## src/rtl/fb_pixel_serializer.sv

```systemverilog
module fb_pixel_serializer #(
  parameter int ADDR_W = 16,
  parameter logic [ADDR_W-1:0] BASE_ADDR = 16'h0100,
  parameter int BYTE_W = 8,
  parameter int BYTES_PER_LINE = 52,
  parameter int PIX_CLKS = 3
) (
  input  logic              clk,
  input  logic              rst_n,
  input  logic              frame_start,
  input  logic              line_active,
  output logic [ADDR_W-1:0] rd_addr,
  input  logic [BYTE_W-1:0] rd_data,
  output logic              video
);
  localparam int PH_W  = (PIX_CLKS > 1) ? $clog2(PIX_CLKS) : 1;
  localparam int BIT_W = (BYTE_W > 1) ? $clog2(BYTE_W) : 1;
  localparam int BC_W  = (BYTES_PER_LINE > 1) ? $clog2(BYTES_PER_LINE) : 1;
  localparam logic [PH_W-1:0]  LAST_PH   = PH_W'(PIX_CLKS - 1);
  localparam logic [BIT_W-1:0] LAST_BIT  = BIT_W'(BYTE_W - 1);
  localparam logic [BC_W-1:0]  LAST_BYTE = BC_W'(BYTES_PER_LINE - 1);

  logic [ADDR_W-1:0] ptr;
  logic [BYTE_W-1:0] shreg;
  logic [PH_W-1:0]   phase;
  logic [BIT_W-1:0]  bitc;
  logic [BC_W-1:0]   bytec;
  logic              running;
  logic              done;

  always_ff @(posedge clk) begin
    if (!rst_n) begin
      ptr     <= BASE_ADDR;
      shreg   <= '0;
      phase   <= '0;
      bitc    <= '0;
      bytec   <= '0;
      running <= 1'b0;
      done    <= 1'b0;
    end else if (frame_start) begin
      ptr     <= BASE_ADDR;
      running <= 1'b0;
      done    <= 1'b0;
    end else if (!line_active) begin
      running <= 1'b0;
      done    <= 1'b0;
    end else if (!running && !done) begin
      shreg   <= rd_data;
      ptr     <= ptr + 1'b1;
      running <= 1'b1;
      phase   <= '0;
      bitc    <= '0;
      bytec   <= '0;
    end else if (running) begin
      if (phase == LAST_PH) begin
        phase <= '0;
        if (bitc == LAST_BIT) begin
          bitc <= '0;
          if (bytec == LAST_BYTE) begin
            running <= 1'b0;
            done    <= 1'b1;
          end else begin
            shreg <= rd_data;
            ptr   <= ptr + 1'b1;
            bytec <= bytec + 1'b1;
          end
        end else begin
          shreg <= shreg << 1;
          bitc  <= bitc + 1'b1;
        end
      end else begin
        phase <= phase + 1'b1;
      end
    end
  end

  assign rd_addr = ptr;
  assign video   = running & line_active & shreg[BYTE_W-1];
endmodule

```

## config.mk

```make
export PLATFORM = sky130hd
export DESIGN_NAME = fb_pixel_serializer
export DESIGN_NICKNAME = d
export VERILOG_FILES = /design/src/rtl/fb_pixel_serializer.sv
export SDC_FILE = /design/constraint.sdc
export NUM_CORES = 1
export LEC_CHECK = 0
export CAP_MARGIN = 15
export CORE_MARGIN = 2
export CORE_UTILIZATION = 48
export DETAILED_ROUTE_END_ITERATION = 6
export PLACE_DENSITY = 0.73
export SETUP_SLACK_MARGIN = 0.5
export SLEW_MARGIN = 20
export SYNTH_ARGS = -nofsm -noshare
export SYNTH_HDL_FRONTEND = slang
export SYNTH_SLANG_ARGS = --single-unit
```

## constraint.sdc

```tcl
create_clock -name clk -period 1.9 [get_ports clk]
set_input_delay 0.285 -clock clk [delete_from_list [all_inputs] [get_ports clk]]
set_output_delay 0.285 -clock clk [all_outputs]
set_load 0.02 [all_outputs]
```

### After elaboration in Yosys (flattened, before gate mapping)

Index checks and enable logic that the tools add are counted.

| cells by class | value |
|---|---|
| $add $sub $neg | 4 |
| eq/ne operators | 5 |
| muxes and demuxes | 27 |
| bitwise operators | 6 |
| reductions and logical operators | 14 |

Operators with widths:

| operator | count |
|---|---|
| 2-to-1 mux 16 bit | 5 |
| 2-to-1 mux 8 bit | 5 |
| 2-to-1 mux 6 bit | 5 |
| adder 16 x 1 -> 16 bit, second input constant | 1 |
| AND reduction 5 bit | 3 |
| 2-to-1 mux 3 bit | 4 |
| adder 6 x 1 -> 6 bit, second input constant | 1 |
| == test 6 bit, second input constant | 1 |
| 2-to-1 mux 2 bit | 3 |
| AND reduction 6 bit | 1 |
| nonzero test 2 bit | 3 |
| 2-to-1 mux 1 bit | 5 |
| inverter 1 bit | 4 |
| AND reduction 4 bit | 1 |
| adder 3 x 1 -> 3 bit, second input constant | 1 |
| == test 3 bit, second input constant | 1 |
| inequality test 3 bit, second input constant | 1 |
| AND reduction 3 bit | 1 |
| OR reduction 3 bit | 1 |
| adder 2 x 1 -> 2 bit, second input constant | 1 |
| bitwise AND 1 bit | 2 |
| == test 2 bit, second input constant | 1 |
| logical NOT 1 bit | 2 |
| inequality test 2 bit, second input constant | 1 |
| 2 further kinds | 2 |

| storage, ports and cells | value |
|---|---|
| bits in registers | 37 |
| input port bits | 12 |
| output and inout port bits | 17 |
| logic and storage cells | 63 |

### Depth between registers and ports, before layout

| depth | value |
|---|---|
| depth after elaboration | 6 |
| gate-level depth with buffers | 9 |

### Worst setup path after synthesis

Ideal clock, no wire load.

| timing path | value |
|---|---|
| path type | reg2reg |
| from | register bitc[0] |
| to | register ptr[1], in the netlist rd_addr[1] |
| setup time | 70 ps |
| arrival | 1863 ps |
| required time | 1830 ps |
| path slack | -34 ps |
| cell stages (with the launch flop) | 10 |
| path through | dfxtp_1 ha_1 ha_1 o21ba_1 buf_6 a21o_1 clkbuf_1 buf_2 o21ai_0 a21oi_1 |

| on the way | value |
|---|---|
| longest elaborated chain between the ends | 3 |

Ends and longest elaborated chain:

| what | line | text |
|---|---|---|
| start: declaration | 26 | `logic [BIT_W-1:0] bitc;` |
| start signal: assignment | 69 | `bitc <= bitc + 1'b1;` |
| == test 3 bit | 57 | `if (bitc == LAST_BIT) begin` |
| nonzero test 2 bit (no source line) | -- |  |
| AND reduction 5 bit (no source line) | -- |  |
| end signal: assignment | 49 | `ptr <= ptr + 1'b1;` |
| end signal: assignment | 64 | `ptr <= ptr + 1'b1;` |
| end: declaration | 23 | `logic [ADDR_W-1:0] ptr;` |

No other way between the ends.
A chain may end at the register's enable or synchronous reset.

### Final worst setup path

| timing path | value |
|---|---|
| from | register bitc[0] |
| to | register ptr[2], in the netlist rd_addr[2] |

Same word-level chain as after synthesis.

==> results.sh <==
export IMPL_status="completed"
export IMPL_holdPathStages=4
export IMPL_worst_hold_slack_ns=0.4145
export IMPL_clockBufferDepth=2
export IMPL_async_flop_share_pct=0
export IMPL_crit_fanout=8
export IMPL_synth_cells=230
export IMPL_fp_dieH_um=67.17
export IMPL_multi_input_area_mm2=0.001413
export IMPL_fp_dieW_um=67.17
export IMPL_core_area_mm2=0.003744
export IMPL_numCtsBuffers=5
export IMPL_grtUsageTotal_pct=24.78
export IMPL_avgSynthCellArea_um2=8.329
export IMPL_grt_overflow_total=0
export IMPL_grt_pass1_vias=1824
export IMPL_final_setup_skew_ns=0.01044
export IMPL_final_layout_size_suffix_gt1_share_pct=41.49
export IMPL_power_mw=1.729
export IMPL_p_leak_nw=1.104
export IMPL_num_io_pins=29
export IMPL_arrival_ns=2.01
export IMPL_fillerInstances=256
export IMPL_synth_area_mm2=0.001916
export IMPL_htree_levels=2
export IMPL_crit_path_end_kind="flop"
export IMPL_final_cell_mix="28 x nand2_1, 27 x dfxtp_1, 21 x buf_4, 14 x a21oi_2, 13 x dlygate4sd2_1"
export IMPL_final_common_cell="nand2_1"
export IMPL_drt_iter0_drc=219
export IMPL_final_nets=297
export IMPL_routedWlPerCell_um=18.00
export IMPL_synth_edf_count=0
export IMPL_synth_area_top_cells="dfxtp_1 39%, a21oi_1 7.1%, nand2_1 5.7%, o31ai_1 4.7%, or4_1 4.7%"
export IMPL_dp_cells=305
export IMPL_setup_viol=0
export IMPL_rows=22
export IMPL_crit_type="flop to flop"
export IMPL_place_area_mm2=0.002357
export IMPL_via_count=2061
export IMPL_cp_required_ns=2.14
export IMPL_gp_congestion=0.8000
export IMPL_final_cell_area_mm2=0.002917
export IMPL_max_freq_ghz=0.5639
export IMPL_place_ws_ns=-0.02500
export IMPL_period_share_pct=93.33
export IMPL_synth_fp_nets=246
export IMPL_ys_ff_latch=37
export IMPL_synth_top_cell_area_share_pct=38.67
export IMPL_clk_latency_ns=0.30
export IMPL_die_area_mm2=0.004512
export IMPL_slew_viol_final=0
export IMPL_finalNonFillerCells=330
export IMPL_rsz0062_at_grt="yes"
export IMPL_layout_area_overhead_vs_synth_pct=52.25
export IMPL_cellPowerDensity_mw_per_mm2=592.9
export IMPL_min_path_type="input pin to flop"
export IMPL_hold_buffers=0
export IMPL_grt_max_degree=30
export IMPL_clock_sinks=37
export IMPL_grt_pass1_wl_um=8487
export IMPL_maxCapViolCount=0
export IMPL_finish_utilization_pct=77.91
export IMPL_wl_um=5941
export IMPL_yosys_area_top_type="dfxtp_1"
export IMPL_drc=0
export IMPL_viasPerCell=6.245
export IMPL_place_hpwl_um=3275
export IMPL_antenna_found_initial=0
export IMPL_hold_viol=0
export IMPL_worst_pin_slew_ns=0.3909
export IMPL_ir_drop_mv=0.5025
export IMPL_synth_flop_cell="dfxtp_1"
export IMPL_diodes=0
export IMPL_ys_warn_count=0
export IMPL_finalWorstSetupSlack_ns=0.1267
export IMPL_cts_tree="yes"
export IMPL_drtPass1Iterations=4
export IMPL_reg2reg_depth=7
export IMPL_cts_root_buf="clkbuf_8"
export IMPL_port_buffers=28
export IMPL_synth_seq_area_share_pct=38.67
export IMPL_ant_nets=0
export IMPL_cp_start_kind="flop"
export IMPL_period_needed_ns=1.773
export IMPL_start_util_pct=51.17
export IMPL_maxSlewHeadroom_pct=73.90
export IMPL_ys_types=40
export IMPL_clk_pin_slew_ns=0.08
export IMPL_setup_tns_ns=0
export IMPL_seq_area_um2=755.7
worst paths after layout:
| kind | endpoint | from | slack [ns] |
|---|---|---|---|
| min reg2reg | rd_addr[15] | rd_addr[15] | 0.48 |
| max | rd_addr[2] | bitc[0] | 0.13 |
| max reg2reg | rd_addr[2] | bitc[0] | 0.13 |
| min | running | line_active | 0.41 |
per-layer routing:
metal	GRT usage [%]	vias to the layer above	part of all wire [%]
met3	4.833	11	4.8
met4	7.908	0	1.3
met5	0	-	0
met1	32.85	999	42
met2	40.59	76	52
li1	-	975	-
critical path: stages, from the launching register on:
cell and delay, ns:
dfxtp_2 0.36, ha_4 0.14, ha_4 0.13, o21ba_4 0.16
a21o_4 0.20, buf_6 0.14, or4_4 0.47, a21oi_2 0.12
registers in the layout, summed over array words and instances (netlist names):
signal and flops:
bytec 6, bitc 3, shreg 8, done 1, rd_addr 16, phase 2
running 1
cell families (layout without fill, tap and decap cells):
kind of cell / Yosys count / in the layout / share of synthesized area, %
and+or+nand+nor: 97 / 97 / 27.50
AOI/OAI and AO/OA: 70 / 70 / 24.43
DFF: 37 / 37 / 38.67
buffers and inverters: 19 / 71 / 5.225
adders and majority gates: 4 / 4 / 2.613
muxes: 3 / 3 / 1.568
where the power goes:
group          total (mW)  leakage (nW)  switching, mW  internal, mW
registers           0.799         0.304         0.0111         0.788
logic               0.206         0.742          0.108        0.0984
clock network       0.724        0.0574          0.297         0.427
cell type report:
cell class                      count  share of cell area [%]
Clock buffer                        6                   2.831
Inverter                            3                  0.3861
Sequential cell                    37                   25.91
Timing Repair Buffer               60                   19.09
Tap cell                           48                   2.059
Multi-Input combinational cell    174                   48.43
Clock inverter                      2                   1.287
synthesized netlist by cell type (3+ instances only):
library cell / number
a21oi_1: 27
o21ai_0: 9
mux2i_1: 3
or3_1: 3
o31ai_1: 12
or4_1: 12
and4_1: 3
dfxtp_1: 37
nand4_1: 5
nor3_1: 6
a311oi_1: 7
buf_6: 3
and3_1: 4
inv_1: 3
nor2_1: 6
buf_2: 5
o221a_2: 4
nor2b_1: 3
nand3_1: 13
clkbuf_1: 7
ha_1: 4
or2_2: 3
nand2_1: 29
what timing repair did:
item	4_1_cts	5_1_grt
hold endpoints to repair	0	0
pin swaps	8	11
buffers inserted	9	7
gates resized for setup	51	57
gates cloned	1	0
endpoints found under the setup margin	50	40
(Power assumes the default switching activity.)
